`src/rtl/syn_cfg_pkg.sv`:
```
package syn_cfg_pkg;
    localparam int WORD_W     = 22;
    localparam int CODE_W     = 2;
    localparam int NUM_LATCH  = 1 << CODE_W;
    localparam int RDIV_W     = 15;
    localparam int SEL_W      = 2;
    localparam int SWAL_W     = 7;
    localparam int PROG_W     = 11;
    localparam int RDIV_LSB   = CODE_W;
    localparam int RMODE_LSB  = RDIV_LSB + RDIV_W;
    localparam int SWAL_LSB   = CODE_W;
    localparam int PROG_LSB   = SWAL_LSB + SWAL_W;
    localparam int FMODE_LSB  = PROG_LSB + PROG_W;
    localparam int CNT_W      = $clog2(WORD_W + 1);

    typedef logic [WORD_W-1:0] word_t;

    typedef enum logic [CODE_W-1:0] {
        SEL_C2_REF = 2'b00,
        SEL_C1_REF = 2'b01,
        SEL_C2_FB  = 2'b10,
        SEL_C1_FB  = 2'b11
    } sel_e;

    typedef struct packed {
        logic [RDIV_W-1:0] div;
        logic              pd_pos;
        logic              cp_high;
        logic              cp_hiz;
        logic [SEL_W-1:0]  out_sel;
    } ref_fields_t;

    typedef struct packed {
        logic [SWAL_W-1:0] swallow;
        logic [PROG_W-1:0] prog;
        logic              presc_big;
        logic              pdown;
    } fb_fields_t;

    function automatic ref_fields_t decode_ref(input word_t w);
        ref_fields_t r;
        r.div     = w[RDIV_LSB +: RDIV_W];
        r.pd_pos  = w[RMODE_LSB];
        r.cp_high = w[RMODE_LSB + 1];
        r.cp_hiz  = w[RMODE_LSB + 2];
        r.out_sel = w[RMODE_LSB + 3 +: SEL_W];
        return r;
    endfunction

    function automatic fb_fields_t decode_fb(input word_t w);
        fb_fields_t f;
        f.swallow   = w[SWAL_LSB +: SWAL_W];
        f.prog      = w[PROG_LSB +: PROG_W];
        f.presc_big = w[FMODE_LSB];
        f.pdown     = w[FMODE_LSB + 1];
        return f;
    endfunction
endpackage

```
`src/rtl/ser_edge_sync.sv`:
```
module ser_edge_sync #(
    parameter int STAGES = 2
) (
    input  logic clk,
    input  logic rst_n,
    input  logic sclk_i,
    input  logic sdat_i,
    input  logic le_i,
    output logic sclk_rise_o,
    output logic sdat_o,
    output logic le_rise_o
);
    typedef struct packed {
        logic [STAGES:0]   sclk;
        logic [STAGES:0]   le;
        logic [STAGES-1:0] dat;
    } sync_t;

    sync_t st_d, st_q;

    always_comb begin
        st_d      = st_q;
        st_d.sclk = {st_q.sclk[STAGES-1:0], sclk_i};
        st_d.le   = {st_q.le[STAGES-1:0], le_i};
        st_d.dat  = {st_q.dat[STAGES-2:0], sdat_i};
    end

    always_ff @(posedge clk or negedge rst_n) begin
        if (!rst_n) st_q <= '0;
        else        st_q <= st_d;
    end

    assign sclk_rise_o = st_q.sclk[STAGES-1] & ~st_q.sclk[STAGES];
    assign le_rise_o   = st_q.le[STAGES-1] & ~st_q.le[STAGES];
    assign sdat_o      = st_q.dat[STAGES-1];

    AST_SCLK_EDGE_ONE_CYCLE: assert property (@(posedge clk) disable iff (!rst_n)
        sclk_rise_o |=> !sclk_rise_o);
    AST_LE_EDGE_ONE_CYCLE: assert property (@(posedge clk) disable iff (!rst_n)
        le_rise_o |=> !le_rise_o);
endmodule

```
`src/rtl/ser_shift_reg.sv`:
```
module ser_shift_reg
    import syn_cfg_pkg::*;
(
    input  logic  clk,
    input  logic  rst_n,
    input  logic  shift_i,
    input  logic  din_i,
    input  logic  load_i,
    output word_t word_o,
    output logic  full_o
);
    typedef struct packed {
        word_t            sreg;
        logic [CNT_W-1:0] cnt;
    } sh_t;

    sh_t sh_d, sh_q;

    always_comb begin
        sh_d = sh_q;
        if (shift_i) sh_d.sreg = {sh_q.sreg[WORD_W-2:0], din_i};
        if (load_i)
            sh_d.cnt = shift_i ? CNT_W'(1) : '0;
        else if (shift_i && sh_q.cnt < CNT_W'(WORD_W))
            sh_d.cnt = sh_q.cnt + CNT_W'(1);
    end

    always_ff @(posedge clk or negedge rst_n) begin
        if (!rst_n) sh_q <= '0;
        else        sh_q <= sh_d;
    end

    assign word_o = sh_q.sreg;
    assign full_o = (sh_q.cnt >= CNT_W'(WORD_W));

    AST_MSB_FIRST_SHIFT: assert property (@(posedge clk) disable iff (!rst_n)
        shift_i |=> word_o == {$past(word_o[WORD_W-2:0]), $past(din_i)});
    AST_NO_SHIFT_HOLD: assert property (@(posedge clk) disable iff (!rst_n)
        !shift_i |=> $stable(word_o));
    AST_CNT_LIMIT: assert property (@(posedge clk) disable iff (!rst_n)
        sh_q.cnt <= CNT_W'(WORD_W));
    AST_LOAD_RESTARTS_COUNT: assert property (@(posedge clk) disable iff (!rst_n)
        (load_i && !shift_i) |=> !full_o);
endmodule

```
`src/rtl/cfg_chan_regs.sv`:
```
module cfg_chan_regs
    import syn_cfg_pkg::*;
#(
    parameter logic [CODE_W-1:0] REF_CODE = SEL_C1_REF,
    parameter logic [CODE_W-1:0] FB_CODE  = SEL_C1_FB
) (
    input  logic        clk,
    input  logic        rst_n,
    input  logic        load_i,
    input  word_t       word_i,
    output ref_fields_t ref_o,
    output fb_fields_t  fb_o
);
    typedef struct packed {
        ref_fields_t rf;
        fb_fields_t  fb;
    } chan_t;

    chan_t ch_d, ch_q;
    logic  hit_ref, hit_fb;

    always_comb begin
        ch_d    = ch_q;
        hit_ref = load_i && (word_i[CODE_W-1:0] == REF_CODE);
        hit_fb  = load_i && (word_i[CODE_W-1:0] == FB_CODE);
        if (hit_ref) ch_d.rf = decode_ref(word_i);
        if (hit_fb)  ch_d.fb = decode_fb(word_i);
    end

    always_ff @(posedge clk or negedge rst_n) begin
        if (!rst_n) ch_q <= '0;
        else        ch_q <= ch_d;
    end

    assign ref_o = ch_q.rf;
    assign fb_o  = ch_q.fb;

    AST_REF_UNSELECTED_HOLD: assert property (@(posedge clk) disable iff (!rst_n)
        !(load_i && word_i[CODE_W-1:0] == REF_CODE) |=> $stable(ref_o));
    AST_FB_UNSELECTED_HOLD: assert property (@(posedge clk) disable iff (!rst_n)
        !(load_i && word_i[CODE_W-1:0] == FB_CODE) |=> $stable(fb_o));
    AST_REF_DIV_CAPTURE: assert property (@(posedge clk) disable iff (!rst_n)
        (load_i && word_i[CODE_W-1:0] == REF_CODE) |=>
            ref_o.div == $past(word_i[RDIV_LSB +: RDIV_W]));
    AST_FB_PDOWN_CAPTURE: assert property (@(posedge clk) disable iff (!rst_n)
        (load_i && word_i[CODE_W-1:0] == FB_CODE) |=>
            fb_o.pdown == $past(word_i[WORD_W-1]));
endmodule

```
`src/rtl/syn_cfg_loader.sv`:
```
module syn_cfg_loader
    import syn_cfg_pkg::*;
#(
    parameter int SYNC_STAGES = 2
) (
    input  logic              clk,
    input  logic              rst_n,
    input  logic              ser_clk_i,
    input  logic              ser_data_i,
    input  logic              ser_le_i,
    output logic [RDIV_W-1:0] c1_ref_div_o,
    output logic              c1_pd_pos_o,
    output logic              c1_cp_high_o,
    output logic              c1_cp_hiz_o,
    output logic [SEL_W-1:0]  c1_out_sel_o,
    output logic [RDIV_W-1:0] c2_ref_div_o,
    output logic              c2_pd_pos_o,
    output logic              c2_cp_high_o,
    output logic              c2_cp_hiz_o,
    output logic [SEL_W-1:0]  c2_out_sel_o,
    output logic [SWAL_W-1:0] c1_swallow_o,
    output logic [PROG_W-1:0] c1_prog_o,
    output logic              c1_presc_big_o,
    output logic              c1_pdown_o,
    output logic [SWAL_W-1:0] c2_swallow_o,
    output logic [PROG_W-1:0] c2_prog_o,
    output logic              c2_presc_big_o,
    output logic              c2_pdown_o,
    output logic [NUM_LATCH-1:0] upd_strobe_o,
    output logic              short_frame_o
);
    logic  sclk_rise, sdat, le_rise, full;
    word_t word;
    ref_fields_t ref_f [2];
    fb_fields_t  fb_f  [2];

    ser_edge_sync #(.STAGES(SYNC_STAGES)) u_sync (
        .clk(clk), .rst_n(rst_n),
        .sclk_i(ser_clk_i), .sdat_i(ser_data_i), .le_i(ser_le_i),
        .sclk_rise_o(sclk_rise), .sdat_o(sdat), .le_rise_o(le_rise)
    );

    ser_shift_reg u_shift (
        .clk(clk), .rst_n(rst_n),
        .shift_i(sclk_rise), .din_i(sdat), .load_i(le_rise),
        .word_o(word), .full_o(full)
    );

    for (genvar g = 0; g < 2; g++) begin : g_chan
        localparam logic [CODE_W-1:0] RC = (g == 0) ? SEL_C1_REF : SEL_C2_REF;
        localparam logic [CODE_W-1:0] FC = (g == 0) ? SEL_C1_FB  : SEL_C2_FB;
        cfg_chan_regs #(.REF_CODE(RC), .FB_CODE(FC)) u_chan (
            .clk(clk), .rst_n(rst_n), .load_i(le_rise), .word_i(word),
            .ref_o(ref_f[g]), .fb_o(fb_f[g])
        );
    end

    typedef struct packed {
        logic [NUM_LATCH-1:0] strobe;
        logic                 short_fr;
    } top_t;

    top_t tp_d, tp_q;

    always_comb begin
        tp_d        = tp_q;
        tp_d.strobe = '0;
        if (le_rise) begin
            tp_d.strobe   = NUM_LATCH'(1) << word[CODE_W-1:0];
            tp_d.short_fr = ~full;
        end
    end

    always_ff @(posedge clk or negedge rst_n) begin
        if (!rst_n) tp_q <= '0;
        else        tp_q <= tp_d;
    end

    assign upd_strobe_o   = tp_q.strobe;
    assign short_frame_o  = tp_q.short_fr;

    assign c1_ref_div_o   = ref_f[0].div;
    assign c1_pd_pos_o    = ref_f[0].pd_pos;
    assign c1_cp_high_o   = ref_f[0].cp_high;
    assign c1_cp_hiz_o    = ref_f[0].cp_hiz;
    assign c1_out_sel_o   = ref_f[0].out_sel;
    assign c2_ref_div_o   = ref_f[1].div;
    assign c2_pd_pos_o    = ref_f[1].pd_pos;
    assign c2_cp_high_o   = ref_f[1].cp_high;
    assign c2_cp_hiz_o    = ref_f[1].cp_hiz;
    assign c2_out_sel_o   = ref_f[1].out_sel;
    assign c1_swallow_o   = fb_f[0].swallow;
    assign c1_prog_o      = fb_f[0].prog;
    assign c1_presc_big_o = fb_f[0].presc_big;
    assign c1_pdown_o     = fb_f[0].pdown;
    assign c2_swallow_o   = fb_f[1].swallow;
    assign c2_prog_o      = fb_f[1].prog;
    assign c2_presc_big_o = fb_f[1].presc_big;
    assign c2_pdown_o     = fb_f[1].pdown;

    AST_STROBE_ONEHOT: assert property (@(posedge clk) disable iff (!rst_n)
        $onehot0(upd_strobe_o));
    AST_STROBE_FOLLOWS_LOAD: assert property (@(posedge clk) disable iff (!rst_n)
        le_rise |=> $countones(upd_strobe_o) == 1);
    AST_SHORT_HOLDS: assert property (@(posedge clk) disable iff (!rst_n)
        !le_rise |=> $stable(short_frame_o));
    AST_NO_STROBE_IDLE: assert property (@(posedge clk) disable iff (!rst_n)
        !le_rise |=> upd_strobe_o == '0);
endmodule

```
`config.mk`:
```
export PLATFORM = sky130hd
export DESIGN_NAME = syn_cfg_loader
export DESIGN_NICKNAME = d
export VERILOG_FILES = /design/src/rtl/syn_cfg_pkg.sv /design/src/rtl/ser_edge_sync.sv /design/src/rtl/ser_shift_reg.sv /design/src/rtl/cfg_chan_regs.sv /design/src/rtl/syn_cfg_loader.sv
export SDC_FILE = /design/constraint.sdc
export NUM_CORES = 1
export LEC_CHECK = 0
export ABC_AREA = 0
export BUFFER_PORTS_ARGS = -buffer_cell sky130_fd_sc_hd__buf_2
export CAP_MARGIN = 20
export CELL_PAD_IN_SITES_DETAIL_PLACEMENT = 0
export CELL_PAD_IN_SITES_GLOBAL_PLACEMENT = 1
export CORE_AREA = 3 3 91 180
export CTS_CLUSTER_DIAMETER = 30
export DETAILED_ROUTE_END_ITERATION = 7
export DIE_AREA = 0 0 94 183
export PLACE_DENSITY_LB_ADDON = 0.3
export SYNTH_ARGS = -nofsm -noshare
export SYNTH_HDL_FRONTEND = slang
export SYNTH_SLANG_ARGS = --single-unit
export TNS_END_PERCENT = 10
```
`constraint.sdc`:
```
create_clock -name clk -period 2.1 [get_ports clk]
set_input_delay 0 -clock clk [delete_from_list [all_inputs] [get_ports clk]]
set_output_delay 0 -clock clk [all_outputs]
set_load 0.01 [all_outputs]
```
==> results.tsv <==
metric	value	unit
status	complete, no violations	
Reg2Reg Depth	4	
# clock sinks	120	
fillers	1518	
DR iter-0 viols	74	
Critical Path AT	1.99	ns
clk_lat worst skew	0.40	ns
area of the multi-input gates	1421	um2
GP Congestion	0.7953	
crit path time final	1.708	ns
Cells after Synth	321	
grt total ovfl	0	
Area contributors post-synth	dfrtp_1, mux2_2, nand2_1	
drt pass-1 iters	4	
gr usage total	0.1295	
worst vdd ir	608.3	uV
first-pass GRT wire length	16820	um
Async SR Flop Fraction	1.000	
vias in the first global route	3053	
Ant. Diodes	0	
Post-DP Area	5261	um2
Worst EP required	2.38	ns
most frequent cells in the layout	dfrtp_1, buf_2, mux2_2	
Vias	2832	
Synth area leader	dfrtp_1	
Worst Setup SP	u_sync.st_q[4]$_DFF_PN0_	
number of enable flip-flop cells after synthesis	0	
Crit Path Class	flip-flop to flip-flop	
syn nets	328	
number of top-level pins	90	
flip-flop and latch area	3003	um2
flop2flop setup slack	0.39	ns
finished layout cell area	5894	um2
final worst path period share	0.8135	
sequential area share after synthesis	0.6670	
R2R Path Start	u_sync.st_q[4]$_DFF_PN0_	
Final Hold Vio Count	0	
initial antenna violation count	0	
CTS root buf	clkbuf_16	
Layout area overhead	30.93	%
setup ws final	0.3917	ns
Avg Inst Size Synth	14.02	um2
CP cell instances	nand2b_2 -> nor3b_4 -> buf_4 -> mux2_2	
layer with the highest usage	met2	
Die W	94	um
library cells used by synthesis	29	
WL/cell	16.01	um
Crit path largest cell delay	0.37	ns
postcts setup bufs	0	
Buffers on Ports	89	
met1 GRT Util	0.1441	
Place WS	0.3830	ns
Final Max Slew Viols	0	
core box area	15210	um2
crit path max fanout	16	
Rows	64	
Die Ht	183	um
ANT nets after route	0	
cell at the slowest stage of the critical path	dfrtp_1	
Synth Cell Area	4502	um2
clock slew at reported path FFs	0.05	ns
Detailed Place HPWL	7209	um
post-route insts no fill	642	
Worst Tran Pin Value	0.4438	ns
commonest non-fill, non-tap cell in the layout	dfrtp_1	
layout cell share with drive strength beyond 1	0.4820	
initial core utilization	0.2959	
fin nets	438	
Post-synth top flop	dfrtp_1	
number of clock buffers inserted by TritonCTS	17	
unrepaired setup endpoints after global routing	false	
met3 Track Usage GR	0.03695	
met2 usage in global routing	0.2304	
max frequency	585.4	MHz
Final Core Density	0.3874	
flops & latches, synth	120	
Power per Cell Area	1110	nW/um2
# Max-Cap Violations	0	
Pwr Total	6.544	mW
CTS tree	done	
min-delay worst type	input pin to asynchronous set/reset pin	
Lkg Pwr	3.189	nW
Worst R2R End	g_chan[1].u_chan.fb_o[12]$_DFFE_PN0P_	
setup TNS	0	ns
Final setup viols	0	
post-placement cell count	606	
worst rel slew slack	0.7041	
CP endpoint kind	flip-flop	
largest net degree at the start of global routing	56	
H-tree depth	4	
top-area cell type share of the netlist area	0.6670	
Die ar.	17200	um2
Routed WL	10280	um
Clock Tree Buf Depth	2	
CP Launch Type	flip-flop	
clk_skew	0.009751	ns
number of warnings issued by yosys	0	
WHS	0.04107	ns
drt via density	4.411	
drc violations	0	
==> worst max-delay path: cells and delay by family, from the launching register on <==
family        cells  cell delay [ns]
buf+inv           1             0.30
flops             1             0.37
mux               1             0.37
simple gates      2             0.53
==> repair_timing <==
item | in CTS | in global routing
resized for setup | 0 | 0
hold endpoints to repair | 123 | 0
hold buffers | 4 | 0
setup endpoints to repair | 0 | 0
==> logic make-up after synthesis <==
group,synth area share
AO/OA/AOI/OAI,0.02140
flip-flops,0.6670
AND/OR/NAND/NOR,0.08171
buffers and inverters,0.02195
adder cells (fa/ha/maj),0.005558
multiplexers,0.2023
==> worst max-delay path by stage <==
stage / endpoint / slack, ns
detailed placement: g_chan[1].u_chan.fb_o[12]$_DFFE_PN0P_ / 0.38
finish: g_chan[1].u_chan.fb_o[12]$_DFFE_PN0P_ / 0.39
CTS: g_chan[1].u_chan.fb_o[12]$_DFFE_PN0P_ / 0.37
floorplan: g_chan[1].u_chan.fb_o[0]$_DFFE_PN0P_ / 0.62
global placement: g_chan[1].u_chan.fb_o[10]$_DFFE_PN0P_ / 0.39
global route: g_chan[1].u_chan.fb_o[12]$_DFFE_PN0P_ / 0.32
==> registers in the layout, indices dropped and copies added (netlist names) <==
register and flops:
u_shift.sh_q 5, u_shift.word_o 22, u_sync.st_d 5, g_chan.u_chan.fb_o 40, g_chan.u_chan.ref_o 40, u_sync.st_q 2, upd_strobe_o 4, u_sync.sdat_o 1
short_frame_o 1
==> area by class of cell <==
class                           instances  area share
Sequential cell                       120      0.5094
Multi-Input combinational cell        182      0.2411
Timing Repair Buffer                  107      0.1049
Clock buffer                           25     0.08066
Tap cell                              198     0.04203
Clock inverter                          7     0.01995
Inverter                                3    0.001910
==> metal layers <==
metal,share of wire,routed length [um]
met4,0.015,159
met1,0.38,3886
met5,0,0
met2,0.56,5784
met3,0.043,447
==> where the power goes <==
| group | total, mW | switching, mW | internal (mW) |
|---|---|---|---|
| Clock | 2.88 | 0.956 | 1.93 |
| Sequential | 2.86 | 0.243 | 2.62 |
| Combinational | 0.803 | 0.398 | 0.405 |
| Total | 6.54 | 1.60 | 4.95 |
==> cells in the mapped netlist, types with 3 or more instances <==
library cell	instances
a21oi_1	5
buf_2	3
buf_4	6
clkbuf_1	6
dfrtp_1	120
inv_1	3
mux2_2	80
nand2_1	70
nand2b_1	3
Note: power is estimated with default switching activity, not from simulation.
